===== src/rtl/vmaint_pkg.sv =====
package vmaint_pkg;
  typedef enum logic [1:0] {
    LR_INVALID  = 2'd0,
    LR_PENDING  = 2'd1,
    LR_ACTIVE   = 2'd2,
    LR_PEND_ACT = 2'd3
  } lr_state_e;

  localparam int CAUSE_W  = 8;
  localparam int C_EOI    = 0;
  localparam int C_UNDER  = 1;
  localparam int C_NOTPRS = 2;
  localparam int C_NOPEND = 3;
  localparam int C_G0ON   = 4;
  localparam int C_G0OFF  = 5;
  localparam int C_G1ON   = 6;
  localparam int C_G1OFF  = 7;
endpackage


===== src/rtl/vmaint_slot_decode.sv =====
module vmaint_slot_decode #(
  parameter int NUM_LR = 16
) (
  input  logic [2*NUM_LR-1:0] lr_state,
  input  logic [NUM_LR-1:0]   lr_hw,
  input  logic [NUM_LR-1:0]   lr_notify,
  output logic [NUM_LR-1:0]   eoi_map,
  output logic [NUM_LR-1:0]   free_map,
  output logic [NUM_LR-1:0]   valid_map,
  output logic [NUM_LR-1:0]   pend_map
);
  import vmaint_pkg::*;

  for (genvar i = 0; i < NUM_LR; i++) begin : g_slot
    lr_state_e st;
    logic      inval;
    assign st           = lr_state_e'(lr_state[2*i +: 2]);
    assign inval        = (st == LR_INVALID);
    assign eoi_map[i]   = inval && !lr_hw[i] && lr_notify[i];
    assign free_map[i]  = inval && (lr_hw[i] || !lr_notify[i]);
    assign valid_map[i] = !inval;
    assign pend_map[i]  = (st == LR_PENDING) || (st == LR_PEND_ACT);
  end
endmodule


===== src/rtl/vmaint_popcount.sv =====
module vmaint_popcount #(
  parameter int N = 16,
  localparam int CW = $clog2(N + 1)
) (
  input  logic [N-1:0]  vec,
  output logic [CW-1:0] count
);
  always_comb begin
    count = '0;
    for (int i = 0; i < N; i++) begin
      count = count + CW'(vec[i]);
    end
  end
endmodule


===== src/rtl/vmaint_eoicnt.sv =====
module vmaint_eoicnt #(
  parameter int CNT_W = 5
) (
  input  logic             clk,
  input  logic             rst,
  input  logic             wr,
  input  logic [CNT_W-1:0] wr_val,
  input  logic             inc,
  output logic [CNT_W-1:0] cnt
);
  localparam logic [CNT_W-1:0] CNT_MAX = '1;

  logic [CNT_W-1:0] base;
  logic [CNT_W-1:0] nxt;

  always_comb begin
    base = (wr && (wr_val <= cnt)) ? wr_val : cnt;
    nxt  = (inc && (base != CNT_MAX)) ? base + 1'b1 : base;
  end

  always_ff @(posedge clk) begin
    if (rst) cnt <= '0;
    else     cnt <= nxt;
  end
endmodule


===== src/rtl/vmaint_status.sv =====
module vmaint_status #(
  parameter int NUM_LR      = 16,
  parameter int CNT_W       = 5,
  parameter int UNDER_LIMIT = 2
) (
  input  logic                clk,
  input  logic                rst,
  input  logic [2*NUM_LR-1:0] lr_state,
  input  logic [NUM_LR-1:0]   lr_hw,
  input  logic [NUM_LR-1:0]   lr_notify,
  input  logic                virt_en,
  input  logic                en_underflow,
  input  logic                en_nopend,
  input  logic                en_notpresent,
  input  logic                en_g0_on,
  input  logic                en_g0_off,
  input  logic                en_g1_on,
  input  logic                en_g1_off,
  input  logic                vgrp0_en,
  input  logic                vgrp1_en,
  input  logic                cnt_wr,
  input  logic [CNT_W-1:0]    cnt_wr_val,
  input  logic                deact_miss,
  output logic [NUM_LR-1:0]   eoi_map,
  output logic [NUM_LR-1:0]   free_map,
  output logic [7:0]          cause,
  output logic [CNT_W-1:0]    eoi_count,
  output logic                maint_irq
);
  import vmaint_pkg::*;

  localparam int POP_W = $clog2(NUM_LR + 1);

  logic [NUM_LR-1:0] valid_map;
  logic [NUM_LR-1:0] pend_map;
  logic [POP_W-1:0]  valid_cnt;
  logic [POP_W-1:0]  pend_cnt;

  vmaint_slot_decode #(.NUM_LR(NUM_LR)) u_dec (
    .lr_state  (lr_state),
    .lr_hw     (lr_hw),
    .lr_notify (lr_notify),
    .eoi_map   (eoi_map),
    .free_map  (free_map),
    .valid_map (valid_map),
    .pend_map  (pend_map)
  );

  vmaint_popcount #(.N(NUM_LR)) u_valid_cnt (.vec(valid_map), .count(valid_cnt));
  vmaint_popcount #(.N(NUM_LR)) u_pend_cnt  (.vec(pend_map),  .count(pend_cnt));

  vmaint_eoicnt #(.CNT_W(CNT_W)) u_cnt (
    .clk    (clk),
    .rst    (rst),
    .wr     (cnt_wr),
    .wr_val (cnt_wr_val),
    .inc    (deact_miss),
    .cnt    (eoi_count)
  );

  always_comb begin
    cause           = '0;
    cause[C_EOI]    = |eoi_map;
    cause[C_UNDER]  = en_underflow && (valid_cnt < POP_W'(UNDER_LIMIT));
    cause[C_NOTPRS] = en_notpresent && (eoi_count != '0);
    cause[C_NOPEND] = en_nopend && (pend_cnt == '0);
    cause[C_G0ON]   = en_g0_on && vgrp0_en;
    cause[C_G0OFF]  = en_g0_off && !vgrp0_en;
    cause[C_G1ON]   = en_g1_on && vgrp1_en;
    cause[C_G1OFF]  = en_g1_off && !vgrp1_en;
  end

  always_ff @(posedge clk) begin
    if (rst) maint_irq <= 1'b0;
    else     maint_irq <= virt_en && (|cause);
  end
endmodule


===== config.mk =====
export PLATFORM = sky130hd
export DESIGN_NAME = vmaint_status
export DESIGN_NICKNAME = d
export VERILOG_FILES = /design/src/rtl/vmaint_pkg.sv /design/src/rtl/vmaint_slot_decode.sv /design/src/rtl/vmaint_popcount.sv /design/src/rtl/vmaint_eoicnt.sv /design/src/rtl/vmaint_status.sv
export SDC_FILE = /design/constraint.sdc
export NUM_CORES = 1
export LEC_CHECK = 0
export BUFFER_PORTS_ARGS = -buffer_cell sky130_fd_sc_hd__buf_2
export CAP_MARGIN = 25
export CORE_UTILIZATION = 44
export CTS_CLUSTER_SIZE = 25
export DETAILED_ROUTE_END_ITERATION = 7
export GPL_TIMING_DRIVEN = 1
export PLACE_DENSITY_LB_ADDON = 0.1
export SLEW_MARGIN = 30
export SYNTH_ARGS = -nofsm -noshare
export SYNTH_HDL_FRONTEND = slang
export SYNTH_SLANG_ARGS = --single-unit

===== constraint.sdc =====
create_clock -name clk -period 11.3 [get_ports clk]
set_input_delay 2.26 -clock clk [delete_from_list [all_inputs] [get_ports clk]]
set_output_delay 2.26 -clock clk [all_outputs]
set_load 0.01 [all_outputs]

==> run metrics <==
status=complete, no violations; Setup crit end kind=output pin; Hold WC Path Type=reg2reg; clock power share=14.6%; Total Wirelength=4549 um; predominant post-synthesis flop cell=dfxtp_1; #FFs+latches synth=6; critical path class=in2out; first-pass GRT wire length=7334 um; M3 GR Usage=3.571%; # Post-CTS Setup Buffers=0; Max Transition Viols Final=0; # port buffers=128; Hold Fails Final Rpt=0; dpl hpwl=4211 um; RSZ-0062 raised after global routing=no; Worst Skew=0.003002 ns; FF-to-FF setup slack=7.47 ns; endpoints failing setup=0; TNS Setup=0 ns; Fmax achieved=0.1120 GHz; worst r2r src=u_cnt.cnt[2]; synth unique cells=37; Pleak=1.426 nW; Hold EP=u_cnt.cnt[3]; row count=22; I/O pin total=129; largest net degree at the start of global routing=12; Nets=462; initial core utilization=45.90%; Mapped Area=0.001680 mm^2; slew margin rel.=65.70%; Antenna Nets Post-Route=0; Syn Inst Count=213; DRC errors left=0; Sink Count=6; Syn Area/Cell=7.889 um^2; hold slack=0.6531 ns; Die Ht=63.80 um; number of max-cap violations=0; filler instances=346; TritonRoute pass-1 iters=4; GR Util met1=25.50%; Seq pwr share=11.4%; commonest non-fill, non-tap cells in the layout=128 x buf_2, 55 x inv_1, 19 x fa_1; Post-synth EDFFs=0; post-cts sizing count=0; GRT overflow=0; Avg WL per Cell=11.72 um; H-tree levels=1; Syn Nets=333; CP startpoint kind=primary input; gp weighted congestion=0.8456; internal power=0.1279 mW; Critical Path RT=9.04 ns; min Tclk post-route=8.932 ns; Die Width=63.80 um; WHS Path Cells=4; post-cts hold buffer count=0; HP Start=u_cnt.cnt[1]; net load switching power=0.1039 mW; total CTS buffers=3; CTS tree=yes; Synth-to-Final Area Change=42.81%; power share of the combinational group=74.0%; switching share of power=44.83%; Setup WS post-layout=2.368 ns; total vias in the final route=1883; Core Area=0.003661 mm^2; Clock Path Buffers=2; share of the clock period used by the worst path=79.05%; sequential-to-total area share from yosys stat=7.148%; Iter 0 DRT Violations=26; initial antenna violation count=0; total chip power=0.2318 mW; power per cell area=96.57 mW/mm^2; CTS root buffer=clkbuf_8; peak supply drop=0.00006971 V; worst skew pair latency=0.23 ns; GR Util met2=44.95%; commonest non-fill, non-tap cell in the layout=buf_2; Worst R2R Path Depth=13; Ant. Diodes=0; Die Footprint=0.004070 mm^2; via/cell ratio=4.853; clk slew on worst S/H paths=0.04 ns; pre-CTS setup slack=2.336 ns; Yosys warnings=0; slew at the pin closest to its max-slew limit=0.5116 ns; Data arrival, critical path=6.67 ns; Reg-to-Reg End=u_cnt.cnt[2]; critical-path maximum fanout=2; GRT Overall Usage=22.97%; Post-synth ARST share=0%; Final Core Density=65.55%; gr busiest metal=met2; share of layout cells above drive strength 1=43.53%; vias in the first global route=1747
[synthesized netlist by cell type, types with 2 or more instances]
cell type	instances	area (um^2)
or2_2	13	81.33
inv_1	55	206.5
or4_1	2	15.01
a21boi_0	5	37.54
mux2_4	2	30.03
dfxtp_1	6	120.1
nor3_1	2	10.01
and3_1	5	31.28
nor4_1	5	31.28
nor2_1	13	48.80
ha_1	18	225.2
a21oi_1	16	80.08
nand2b_1	2	12.51
and2_1	2	12.51
clkbuf_1	3	11.26
nand2_1	4	15.01
nand4_1	4	25.02
nor2b_1	4	25.02
o21a_1	4	30.03
fa_1	19	380.4
nor3b_1	12	90.09
or4b_1	2	20.02
[metal layers]
metal | vias to the layer above | share of wire (%)
met4 | 0 | 0.75
met2 | 76 | 52
met3 | 5 | 7.0
li1 | 952 | -
met5 | - | 0
met1 | 850 | 41
[state kept, by name, indices dropped and copies added, names as in the netlist]
register	count
maint_irq	1
u_cnt.cnt	5
[area by class of cell]
| cell class | count | area [um^2] | area share (%) |
|---|---|---|---|
| Multi-Input combinational cell | 148 | 1331 | 55.47 |
| Timing Repair Buffer | 128 | 640.6 | 26.69 |
| Inverter | 55 | 206.4 | 8.603 |
| Sequential cell | 6 | 120.1 | 5.005 |
| Tap cell | 48 | 60.06 | 2.503 |
| Clock buffer | 3 | 41.29 | 1.721 |
[worst max path at each step]
| stage | slack [ns] | to | cells past startpoint | from |
|---|---|---|---|---|
| global placement | 2.41 | cause[3] | 13 | lr_state[2] |
| floorplan | 2.72 | cause[3] | 12 | lr_state[0] |
| CTS | 2.33 | cause[3] | 13 | lr_state[2] |
| global route | 2.19 | cause[3] | 13 | lr_state[0] |
| detailed placement | 2.34 | cause[3] | 13 | lr_state[2] |
| finish | 2.37 | cause[3] | 13 | lr_state[2] |
[kinds of logic after synthesis]
| family | Yosys count | synth area share [%] |
|---|---|---|
| simple gates | 74 | 26.88 |
| buf+inv | 59 | 13.63 |
| fa+ha+maj | 37 | 36.04 |
| compound gates | 31 | 12.14 |
| flops | 6 | 7.148 |
| mux | 4 | 3.127 |
| xor+xnor | 2 | 1.043 |
[worst max-delay path, stage by stage]
cell and delay (ns):
buf_2 0.11, ha_1 0.26, inv_1 0.05, fa_1 0.50, fa_1 0.52, fa_1 0.52, fa_1 0.52, fa_1 0.42
inv_1 0.10, fa_1 0.41, or4_1 0.53, a21oi_1 0.27, buf_2 0.19
[metrics by stage]
| stage | instance area, um^2 | std cells |
|---|---|---|
| after floorplan | 1680 | 213 |
| after global placement | 2359 | 385 |
| after CTS | 2400 | 388 |
| after detailed placement | 2359 | 385 |
| final | 2400 | 388 |
| after global routing | 2400 | 388 |
[power by group through the flow]
stage	combinational (mW)	clock, mW	sequential [mW]
2_1_floorplan	0.118	0	0.0275
3_3_place_gp	0.167	0	0.0268
3_5_place_dp	0.173	0	0.0268
4_1_cts	0.174	0.0341	0.0264
5_1_grt	0.203	0.0351	0.0267
6_report	0.171	0.0338	0.0264
(Power assumes the default switching activity.)
